[src/rtl/tdb_pkg.sv]
package tdb_pkg;
  // Per-pin strobes from control to datapath.
  typedef struct packed {
    logic inc;  // advance the consecutive-high count
    logic clr;  // return the count to zero
    logic hit;  // debounce satisfied on this edge
  } pinStrobe_t;
endpackage

[src/rtl/tdb_ctrl.sv]
module tdb_ctrl
  import tdb_pkg::*;
#(
  parameter int NUM_PINS = 5,
  parameter int CODE_W   = 3,
  localparam int CNT_W   = CODE_W + 1
) (
  input  logic                         tick,
  input  logic [NUM_PINS-1:0]          pinIn,
  input  logic [NUM_PINS*CODE_W-1:0]   periodCode,
  input  logic [NUM_PINS-1:0]          tamperEn,
  input  logic [NUM_PINS*CNT_W-1:0]    cnt,
  output pinStrobe_t [NUM_PINS-1:0]    strobe
);
  localparam logic [CNT_W-1:0] CNT_MAX = {CNT_W{1'b1}};

  for (genvar i = 0; i < NUM_PINS; i++) begin : g_pin
    logic [CODE_W-1:0] code;
    logic [CNT_W-1:0]  curCnt;
    logic [CNT_W-1:0]  nextCnt;
    logic [CNT_W-1:0]  target;
    logic              armed;

    always_comb begin
      code    = periodCode[i*CODE_W +: CODE_W];
      curCnt  = cnt[i*CNT_W +: CNT_W];
      armed   = tamperEn[i] && (code != '0);
      target  = {1'b0, code} + CNT_W'(1);
      nextCnt = (curCnt == CNT_MAX) ? curCnt : curCnt + CNT_W'(1);
      strobe[i].inc = armed && tick && pinIn[i];
      strobe[i].clr = !armed || (tick && !pinIn[i]);
      strobe[i].hit = armed && tick && pinIn[i] && (nextCnt >= target);
    end
  end
endmodule

[src/rtl/tdb_datapath.sv]
module tdb_datapath
  import tdb_pkg::*;
#(
  parameter int NUM_PINS = 5,
  parameter int CODE_W   = 3,
  localparam int CNT_W   = CODE_W + 1
) (
  input  logic                       clk,
  input  logic                       rstN,
  input  pinStrobe_t [NUM_PINS-1:0]  strobe,
  input  logic [NUM_PINS-1:0]        flagClr,
  input  logic [NUM_PINS-1:0]        pinIn,
  input  logic [NUM_PINS-1:0]        tamperEn,
  input  logic [NUM_PINS-1:0]        wakeEn,
  output logic [NUM_PINS*CNT_W-1:0]  cnt,
  output logic [NUM_PINS-1:0]        tamperFlag,
  output logic                       wakeReq
);
  localparam logic [CNT_W-1:0] CNT_MAX = {CNT_W{1'b1}};

  for (genvar i = 0; i < NUM_PINS; i++) begin : g_pin
    logic [CNT_W-1:0] cntQ;

    always_ff @(posedge clk or negedge rstN) begin
      if (!rstN) begin
        cntQ <= '0;
      end else if (strobe[i].clr) begin
        cntQ <= '0;
      end else if (strobe[i].inc && cntQ != CNT_MAX) begin
        cntQ <= cntQ + CNT_W'(1);
      end
    end

    // A set on the same edge as a clear wins, so no event is lost.
    always_ff @(posedge clk or negedge rstN) begin
      if (!rstN) begin
        tamperFlag[i] <= 1'b0;
      end else if (strobe[i].hit) begin
        tamperFlag[i] <= 1'b1;
      end else if (flagClr[i]) begin
        tamperFlag[i] <= 1'b0;
      end
    end

    assign cnt[i*CNT_W +: CNT_W] = cntQ;

    AST_FLAG_STICKY: assert property (@(posedge clk) disable iff (!rstN)
      tamperFlag[i] && !flagClr[i] |=> tamperFlag[i]);
  end

  assign wakeReq = (|tamperFlag) || (|(pinIn & wakeEn & ~tamperEn));
endmodule

[src/rtl/tamper_debounce_array.sv]
module tamper_debounce_array
  import tdb_pkg::*;
#(
  parameter int NUM_PINS = 5,
  parameter int CODE_W   = 3,
  localparam int CNT_W   = CODE_W + 1
) (
  input  logic                       clk,
  input  logic                       rstN,
  input  logic                       tick,
  input  logic [NUM_PINS-1:0]        pinIn,
  input  logic [NUM_PINS*CODE_W-1:0] periodCode,
  input  logic [NUM_PINS-1:0]        tamperEn,
  input  logic [NUM_PINS-1:0]        wakeEn,
  input  logic [NUM_PINS-1:0]        flagClr,
  output logic [NUM_PINS-1:0]        tamperFlag,
  output logic                       wakeReq
);
  pinStrobe_t [NUM_PINS-1:0]  strobe;
  logic [NUM_PINS*CNT_W-1:0]  cnt;

  tdb_ctrl #(.NUM_PINS(NUM_PINS), .CODE_W(CODE_W)) u_ctrl (
    .tick       (tick),
    .pinIn      (pinIn),
    .periodCode (periodCode),
    .tamperEn   (tamperEn),
    .cnt        (cnt),
    .strobe     (strobe)
  );

  tdb_datapath #(.NUM_PINS(NUM_PINS), .CODE_W(CODE_W)) u_dp (
    .clk        (clk),
    .rstN       (rstN),
    .strobe     (strobe),
    .flagClr    (flagClr),
    .pinIn      (pinIn),
    .tamperEn   (tamperEn),
    .wakeEn     (wakeEn),
    .cnt        (cnt),
    .tamperFlag (tamperFlag),
    .wakeReq    (wakeReq)
  );

  for (genvar i = 0; i < NUM_PINS; i++) begin : g_chk
    AST_FLAG_NEEDS_TICK: assert property (@(posedge clk) disable iff (!rstN)
      !tamperFlag[i] && !tick |=> !tamperFlag[i]);
    AST_FLAG_NEEDS_HIGH: assert property (@(posedge clk) disable iff (!rstN)
      !tamperFlag[i] && !pinIn[i] |=> !tamperFlag[i]);
    AST_DISARMED_QUIET: assert property (@(posedge clk) disable iff (!rstN)
      !tamperFlag[i] && (!tamperEn[i] || periodCode[i*CODE_W +: CODE_W] == '0)
      |=> !tamperFlag[i]);
  end

  AST_WAKE_COVERS_FLAGS: assert property (@(posedge clk) disable iff (!rstN)
    (|tamperFlag) |-> wakeReq);
endmodule

[config.mk]
export PLATFORM = sky130hd
export DESIGN_NAME = tamper_debounce_array
export DESIGN_NICKNAME = d
export VERILOG_FILES = /design/src/rtl/tdb_pkg.sv /design/src/rtl/tdb_ctrl.sv /design/src/rtl/tdb_datapath.sv /design/src/rtl/tamper_debounce_array.sv
export SDC_FILE = /design/constraint.sdc
export NUM_CORES = 1
export LEC_CHECK = 0
export ABC_CLOCK_PERIOD_IN_PS = 6700
export CAP_MARGIN = 0
export CORE_ASPECT_RATIO = 1.75
export CORE_MARGIN = 10
export CORE_UTILIZATION = 27
export DETAILED_ROUTE_END_ITERATION = 8
export SLEW_MARGIN = 20
export SYNTH_ARGS = -nofsm -noshare
export SYNTH_HDL_FRONTEND = slang
export SYNTH_SLANG_ARGS = --single-unit
[constraint.sdc]
create_clock -name clk -period 6.7 [get_ports clk]
set_clock_uncertainty 0.2 [all_clocks]
set_input_delay 1.34 -clock clk [delete_from_list [all_inputs] [get_ports clk]]
set_output_delay 1.34 -clock clk [all_outputs]
set_load 0.03 [all_outputs]
==> qor.csv, run 1 <==
metric,value,unit
status,finished clean,
cts_max_path_buffers,2,
antennaDiodeCount,0,
worstSetupStartpointType,input pin,
cpMostUsedCell,clkdlybuf4s50_1,
postCtsSetupRepairBufs,0,
drtIter0Drc,64,
via_per_inst,5.129,
synth_top_area_frac,0.2779,
placed_area,0.002765,mm^2
period_share,0.6977,
worstPathMaxFanout,3,
synthDistinctLibCells,35,
ir_drop,0.00008707,V
yosysTopAreaCell,dfrtp_1,
r2r-start,u_dp.g_pin[4].cntQ[0],
dp_cells,391,
num_rows,44,
h-tree-depth,1,
slew_headroom,0.5536,
max_stage_delay,610,ps
place.gp.congestion,0.7450,
post-route-util,0.3469,
drive_above_1_share,0.04950,
hold_buffers,0,
pin_count,44,
first_pass_iters,4,
power_density,139.0,mW/mm^2
wirelength,5557,um
arrival,3130,ps
die_x,89.02,um
instances_no_fill,395,
die_h,140.8,um
hold_class,register to register,
coreArea,0.008203,mm^2
required,5160,ps
cp-end-kind,output port,
vias,2026,
antenna_found_initial,0,
initial_core_util,0.2744,
clock_latency,260,ps
netlist_top_cells_area,"dfrtp_1 (28%), ha_1 (19%), inv_1 (5.7%), a21oi_1 (5.3%), xnor2_1 (4.3%)",
ys_seq_area_frac,0.2779,
dp_hpwl,4494,um
drv_cap,0,
clkSinkCount,25,
ys_warn_count,0,
grt_usage,0.09096,
tns,0,ps
io_buffers,43,
p_leak,1.294,nW
hold_violations,0,
postRouteAntennaNets,0,
tightest_slew,662.6,ps
drc,0,
syn_inst,263,
nets,377,
die-area,0.01253,mm^2
grt_pass1_vias,2080,
syn_nets,336,
cts_resized,0,
syn_area,0.002251,mm^2
overflow,0,
ys_ff_latch,25,
cp_cell_sequence,clkdlybuf4s50_1 > nand3b_1 > o221ai_1 > or4_1 > clkdlybuf4s50_1,
cp_slowest_cell,clkdlybuf4s50_1,
clkTransAtPathRegs,70,ps
cts_tree,done,
cts_buffers,3,
hp-start,u_dp.tamperFlag[3],
syn_to_final_growth,26.40,%
rsz0062_at_grt,no,
grt_start_max_net_pins,26,
wire_per_inst,14.07,um
root_buffer,clkbuf_16,
setup_viol,0,
final_cell_area,0.002845,mm^2
critPathLaunch,tamperEn[1],
fmax,213.9,MHz
timing.setup.critical_path_class,input pin to output port,
synth.avg_cell_area,8.559,um^2
maxSlewViolCount,0,
grt_pass1_wl,9266,um
post-route-min-period,4675,ps
sequential cells by signal (all words and copies together), names as in the netlist:
register         cells
u_dp.g_pin.cntQ     20
u_dp.tamperFlag      5
cell usage in the layout (no fill, tap or decap), drive strengths merged, types with 10 or more instances in the layout:
cell type / count
a211oi: 10
ha: 35
nand2: 22
a21oi: 24
nand3: 14
o21ai: 10
xnor2: 11
clkdlybuf4s50: 43
inv: 34
dfrtp: 25
logic make-up after synthesis:
group,after synthesis,share of synthesized area
AOI/OAI and AO/OA,78,0.2424
and+or+nand+nor,68,0.1517
buffers and inverters,42,0.07393
adders and majority gates,35,0.1946
DFF,25,0.2779
xor gates and xnor gates,14,0.05448
muxes,1,0.005002
final cells by class:
| type | instances | area [um^2] |
|---|---|---|
| Timing Repair Buffer | 44 | 437.9 |
| Tap cell | 92 | 115.1 |
| Clock buffer | 3 | 75.07 |
| Inverter | 34 | 127.6 |
| Multi-Input combinational cell | 196 | 1459 |
| Fill cell | 862 | 5358 |
| Clock inverter | 1 | 5.005 |
| Sequential cell | 25 | 625.6 |
path summary, 6_finish.rpt:
check                      cells after the start               endpoint  slack, ps
max                                            5                wakeReq       2030
min                                            2     u_dp.tamperFlag[3]        370
max reg2reg                                    8     u_dp.tamperFlag[4]       4320
min reg2reg                                    2     u_dp.tamperFlag[3]        370
max in group asynchronous                      2  u_dp.g_pin[0].cntQ[0]       4790
min in group asynchronous                      2  u_dp.g_pin[4].cntQ[1]       1250
metal layers:
metal	up-vias	track usage	part of all wire
met5	-	0	0
met4	0	0.04209	0.023
met3	10	0.01904	0.048
met2	47	0.1594	0.50
met1	930	0.09983	0.43
li1	1039	-	-
synth_stat cells:
cell,instances
nor3_1,5
xnor2_1,11
nor4bb_1,3
o221ai_1,5
buf_4,1
o21ai_0,10
o2111a_1,4
clkbuf_1,3
nand3_1,14
or4_1,2
a21oi_1,24
inv_1,34
and4_1,1
ha_1,35
a311oi_1,4
nand3b_1,1
o21a_1,2
and3_1,2
a41oi_1,3
mux2_2,1
a31oi_1,1
o32ai_1,1
a31o_2,8
o22ai_1,1
nand2b_1,5
a211oi_1,10
nor2b_1,4
a22o_1,3
a21boi_0,1
buf_2,4
nor2_1,9
nand2_1,22
a22o_2,1
dfrtp_1,25
xor2_1,3
critical path, delay by kind of cell:
kind            cells  cell delay (ps)
compound gates      1              120
buf+inv             2             1110
simple gates        2              570
per-stage QoR:
step | setup slack (ps) | hold slack [ps] | total power [mW]
after floorplan | 3046 | 316.3 | 0.2144
after global placement | 2030 | 350.8 | 0.2612
after detailed placement | 2016 | 357.1 | 0.2632
after CTS | 2016 | 370.0 | 0.4028
after global routing | 1980 | 394.9 | 0.4196
final | 2025 | 366.7 | 0.3956
report_power, final:
group | total, mW | internal [mW] | switching (mW)
registers | 0.160 | 0.155 | 0.00531
clock network | 0.137 | 0.0806 | 0.0566
logic | 0.0981 | 0.0502 | 0.0479
total | 0.396 | 0.286 | 0.110
Power figures use the tool's default switching activity.
==> inputs of run 2 (changes only) <==
--- a/config.mk
+++ b/config.mk
@@ -5,7 +5,7 @@
 export SDC_FILE = /design/constraint.sdc
 export NUM_CORES = 1
 export LEC_CHECK = 0
-export ABC_CLOCK_PERIOD_IN_PS = 6700
+export ABC_CLOCK_PERIOD_IN_PS = 4000
 export CAP_MARGIN = 0
 export CORE_ASPECT_RATIO = 1.75
 export CORE_MARGIN = 10
==> constraint.sdc (replaced) <==
create_clock -name clk -period 4 [get_ports clk]
set_clock_uncertainty 0.2 [all_clocks]
set_input_delay 0.8 -clock clk [delete_from_list [all_inputs] [get_ports clk]]
set_output_delay 0.8 -clock clk [all_outputs]
set_load 0.03 [all_outputs]
==> run 2 against run 1 <==
Die area stayed put. Register-to-register slack got worse by 2700 ps. First-iteration DRC count up 3.1%. Cell area increased by 0.48%. Hold slack got worse by 1.0 ps. Sequential power up 68%. Clock-buffer cell count rose by 1. Global-route usage rose by 0.075 points. Critical path type unchanged. Largest cell class unchanged.
==> qor.csv, run 2 (synthesized netlist as in run 1, its figures left out) <==
metric,value,unit,change
ir_drop,0.0001487,V,+71%
die-area,0.01253,mm^2,unchanged
top_regs,"u_dp.g_pin.cntQ (20), u_dp.tamperFlag (5)",,
grt_pass1_vias,2101,,+1.0%
via_per_inst,5.207,,+1.5%
slew_headroom,0.5250,,-0.02864
drive_above_1_share,0.05246,,+0.002954
grt_start_max_net_pins,26,,unchanged
num_rows,44,,unchanged
pin_count,44,,unchanged
nets,379,,+0.53%
hold_violations,0,,unchanged
maxSlewViolCount,0,,unchanged
drtIter0Drc,66,,+3.1%
tns,0,ps,unchanged
cp_slowest_cell,clkdlybuf4s50_1,,
required,3000,ps,-2160 ps
tightest_slew,705.1,ps,+42.52 ps
syn_to_final_growth,27.01,%,
worstPathMaxFanout,3,,unchanged
timing.setup.critical_path_class,input pin to output port,,
cpMostUsedCell,clkdlybuf4s50_1,,
post-route-min-period,3570,ps,
h-tree-depth,1,,unchanged
fmax,280.1,MHz,
place.gp.congestion,0.7450,,unchanged
overflow,0,,unchanged
wirelength,5562,um,about the same
cts_buffers,3,,unchanged
rsz0062_at_grt,no,,
largest-register,u_dp.g_pin.cntQ,,
worstSetupStartpointType,input pin,,
postRouteAntennaNets,0,,unchanged
status,finished clean,,
hold_class,register to register,,
final_common_cell,clkdlybuf4s50_1,,
power_density,229.6,mW/mm^2,+65%
initial_core_util,0.2744,,unchanged
vias,2067,,+2.0%
cts_tree,done,,
die_x,89.02,um,unchanged
die_h,140.8,um,unchanged
antennaDiodeCount,0,,unchanged
setup_viol,0,,unchanged
antenna_found_initial,0,,unchanged
drv_cap,0,,unchanged
postCtsSetupRepairBufs,0,,unchanged
r2r_slack,1660,ps,-2660 ps
drc,0,,unchanged
layout.cells.most_common_list,"clkdlybuf4s50_1 (43), ha_1 (35), inv_1 (34)",,
total_power,656.4,uW,+66%
cp_cell_sequence,clkdlybuf4s50_1 > nand3b_1 > o221ai_1 > or4_1 > clkdlybuf4s50_1,,
root_buffer,clkbuf_16,,
grt_usage,0.09171,,+0.0007474
coreArea,0.008203,mm^2,unchanged
max_stage_delay,610,ps,about the same
cts_max_path_buffers,2,,unchanged
dp_hpwl,4613,um,+2.6%
grt_pass1_wl,9425,um,+1.7%
largest_reg_flops,20,,unchanged
period_share,0.8926,,
first_pass_iters,4,,unchanged
clkSinkCount,25,,unchanged
p_leak,1.301,nW,+0.53%
cp-end-kind,output port,,
wire_per_inst,14.01,um,-0.41%
io_buffers,43,,unchanged
cts_resized,0,,unchanged
clkTransAtPathRegs,60,ps,about the same
hold_buffers,0,,unchanged
clock_latency,250,ps,about the same
arrival,2570,ps,-560 ps
run 2: per-stage QoR:
step | cell area (um^2) | worst slack [ps] | std cells | hold slack [ps] | utilization
CTS | 2859 | 383.2 | 397 | 368.9 | 0.3485
global placement | 2780 | 409.6 | 393 | 352.1 | 0.3389
finish | 2859 | 429.6 | 397 | 365.7 | 0.3485
floorplan | 2251 | 1351 | 263 | 304.4 | -
global route | 2859 | 318.7 | 397 | 397.2 | 0.3485
detailed placement | 2780 | 383.2 | 393 | 358.8 | 0.3389
run 2: worst paths after layout:
| check | endpoint | cells after the start | startpoint |
|---|---|---|---|
| max reg2reg | u_dp.tamperFlag[3] | 7 | u_dp.g_pin[3].cntQ[0] |
| min reg2reg | u_dp.tamperFlag[3] | 2 | u_dp.tamperFlag[3] |
| min in group asynchronous | u_dp.g_pin[4].cntQ[1] | 2 | rstN |
| min | u_dp.tamperFlag[3] | 2 | u_dp.tamperFlag[3] |
| max | wakeReq | 5 | tamperEn[1] |
| max in group asynchronous | u_dp.g_pin[1].cntQ[3] | 2 | rstN |
run 2: layout make-up:
| class | count | area [um^2] |
|---|---|---|
| Fill cell | 835 | 5344 |
| Multi-Input combinational cell | 196 | 1459 |
| Tap cell | 92 | 115.1 |
| Clock buffer | 4 | 78.83 |
| Timing Repair Buffer | 46 | 452.9 |
| Sequential cell | 25 | 625.6 |
| Inverter | 34 | 127.6 |
run 2: layer usage:
metal | wire, um | track usage
met2 | 2971 | 0.1722
met4 | 64 | 0.02357
met3 | 276 | 0.01847
met1 | 2249 | 0.09863
met5 | 0 | 0
run 2: report_power, final:
part / total (mW) / switching, mW / leakage [nW] / internal (mW)
Clock: 0.222 / 0.0854 / 0.0382 / 0.136
Combinational: 0.166 / 0.0809 / 0.917 / 0.0854
Sequential: 0.269 / 0.00873 / 0.345 / 0.260
Total: 0.656 / 0.175 / 1.30 / 0.481
run 2: critical path: cells and delay by family:
kind | cells | cell delay, ps
AO/OA/AOI/OAI | 1 | 110
buffers and inverters | 2 | 1110
AND/OR/NAND/NOR | 2 | 560
==> inputs of run 3 (changes only) <==
--- a/config.mk
+++ b/config.mk
@@ -9,7 +9,7 @@
 export CAP_MARGIN = 0
 export CORE_ASPECT_RATIO = 1.75
 export CORE_MARGIN = 10
-export CORE_UTILIZATION = 27
+export CORE_UTILIZATION = 26
 export DETAILED_ROUTE_END_ITERATION = 8
 export SLEW_MARGIN = 20
 export SYNTH_ARGS = -nofsm -noshare
==> run 3 against run 2 <==
Sequential power about the same. Sequential share of layout area down 0.22 points. Highest routed layer unchanged. Sequential cell count unchanged. Largest power group unchanged. Critical path type unchanged. Hold slack worse by 15 ps.
==> qor.csv, run 3 (synthesized netlist as in run 1, its figures left out) <==
metric,value,unit,change
status,finished clean,,
clkSinkCount,25,,unchanged
hold_violations,0,,unchanged
place_ws,378.5,ps,-4.690 ps
worstSetupStartpointType,input pin,,
multi_input_area,0.001459,mm^2,unchanged
postRouteAntennaNets,0,,unchanged
clock_latency,260,ps,about the same
drive_above_1_share,0.05263,,+0.0001726
clkTransAtPathRegs,70,ps,about the same
vias,2016,,-2.5%
worstPathMaxFanout,3,,unchanged
die-area,0.01293,mm^2,+3.1%
overflow,0,,unchanged
largest-register,u_dp.g_pin.cntQ,,
timing.setup.critical_path_class,input pin to output port,,
initial_core_util,0.2690,,-0.005416
h-tree-depth,1,,unchanged
syn_to_final_growth,28.29,%,
regToRegEndpoint,u_dp.tamperFlag[3],,
post-route-min-period,3592,ps,+21.39 ps
grt_usage,0.08370,,-0.008013
cp.depth,5,,unchanged
crit_family,buffers and inverters,,
internal_power,482.6,uW,+0.28%
via_per_inst,4.800,,-7.8%
cp_slowest_cell,clkdlybuf4s50_1,,
final_common_cell,clkdlybuf4s50_1,,
grt_pass1_wl,9011,um,-4.4%
power_density,230.8,mW/mm^2,+0.54%
tightest_slew,623.0,ps,-82.09 ps
slew_headroom,0.5803,,+0.05530
period_share,0.8980,,+0.005347
hold_buffers,0,,unchanged
required,3000,ps,about the same
top_regs,"u_dp.g_pin.cntQ (20), u_dp.tamperFlag (5)",,
die_x,90.34,um,+1.5%
dp_hpwl,4563,um,-1.1%
critPathLaunch,tamperEn[1],,
antenna_found_initial,0,,unchanged
drtIter0Drc,84,,+27%
cts_max_path_buffers,2,,unchanged
num_rows,44,,unchanged
first_pass_iters,4,,unchanged
pin_count,44,,unchanged
largest_reg_flops,20,,unchanged
cts_resized,0,,unchanged
reg2reg_depth,7,,unchanged
hold_class,register to register,,
cpMostUsedCell,clkdlybuf4s50_1,,
post-route-util,0.3451,,-0.003440
io_buffers,43,,unchanged
fmax,278.4,MHz,-0.60%
cp-end-kind,output port,,
wirelength,5499,um,-1.1%
cp_cell_sequence,clkdlybuf4s50_1 > nand3b_1 > o221ai_1 > or4_1 > clkdlybuf4s50_1,,
wl_met3,170,um,-38%
drc,0,,unchanged
coreArea,0.008368,mm^2,+2.0%
register_area,625.6,um^2,unchanged
combinationalPowerShare,0.248,,-0.005
max_stage_delay,610,ps,about the same
cts_tree,done,,
wire_per_inst,13.09,um,-6.5%
total_power,666.6,uW,+1.6%
rsz0062_at_grt,no,,
wl_met1,2470,um,+9.8%
route.top_layer_used,met4,,
pwr-share-seq,0.402,,-0.007
worst-path-buf-inv,2,,unchanged
grt_start_max_net_pins,26,,unchanged
endpoint,wakeReq,,
arrival,2590,ps,+20 ps
root_buffer,clkbuf_16,,
p_sw,183.9,uW,+5.1%
grt_pass1_vias,2002,,-4.7%
met2_wirelength,2773,um,-6.7%
cts_buffers,3,,unchanged
setup_viol,0,,unchanged
maxSlewViolCount,0,,unchanged
nets,378,,-0.26%
drv_cap,0,,unchanged
postCtsSetupRepairBufs,0,,unchanged
fillers,876,,+4.9%
place.gp.congestion,0.7848,,+5.3%
setup_ws,408.2,ps,-21.39 ps
clkPwrFrac,0.350,,+0.013
die_h,143.1,um,+1.6%
ir_drop,0.0002076,V,+40%
tns,0,ps,unchanged
layout.cells.most_common_list,"clkdlybuf4s50_1 (43), ha_1 (35), inv_1 (34)",,
p_leak,1.299,nW,-0.11%
switching_share,0.2759,,+0.009220
r2r_slack,1620,ps,-40 ps
r2r-start,u_dp.g_pin[3].cntQ[0],,
## run 3: changes by cell type in the layout (fill, tap and decap cells not counted), sizes merged
cell and change:
inv +1, clkbuf -1, diode +1, buf -1
## run 3: area by class of cell
type | instances | area share
diodes | 1 | 0.0008666
inverters | 34 | 0.04419
flip-flops and latches | 25 | 0.2166
repair buffers | 45 | 0.1542
clock buffers | 3 | 0.02600
well taps | 115 | 0.04983
clock inverters | 1 | 0.003033
multi-input cells | 196 | 0.5052
## run 3: layer usage
metal,up-vias,GRT usage
met1,932,0.09203
li1,1041,-
met4,0,0.02694
met2,39,0.1590
met5,-,0
met3,4,0.01312
## run 3: worst min path at each step
stage	start	endpoint	slack, ps	cells after the start
global route	u_dp.tamperFlag[0]	u_dp.tamperFlag[0]	370	1
global placement	u_dp.tamperFlag[0]	u_dp.tamperFlag[0]	330	1
detailed placement	u_dp.tamperFlag[0]	u_dp.tamperFlag[0]	340	1
floorplan	rstN	u_dp.g_pin[0].cntQ[0]	300	0
finish	u_dp.tamperFlag[0]	u_dp.tamperFlag[0]	350	1
CTS	u_dp.tamperFlag[0]	u_dp.tamperFlag[0]	350	1
## run 3: worst reg2reg max path, cell delays in order, from the launching register on
cell	delay (ps)
dfrtp_1	440
ha_1	270
nand3_1	220
mux2_2	370
ha_1	280
a21oi_1	60
o21a_1	170
o32ai_1	270
## run 3: power groups by stage
stage	sequential [mW]	clock (mW)	combinational, mW
after CTS	0.268	0.242	0.169
after detailed placement	0.273	0	0.168
final	0.268	0.233	0.165
after floorplan	0.276	0	0.0826
after global routing	0.269	0.251	0.187
after global placement	0.273	0	0.164
## run 3: through the flow
stage / cells / hold WS [ps] / instance area [um^2]
CTS: 419 / 354.1 / 2885
finish: 420 / 350.5 / 2888
global route: 419 / 372.5 / 2885
detailed placement: 415 / 337.3 / 2801
global placement: 415 / 329.8 / 2801
floorplan: 263 / 304.4 / 2251
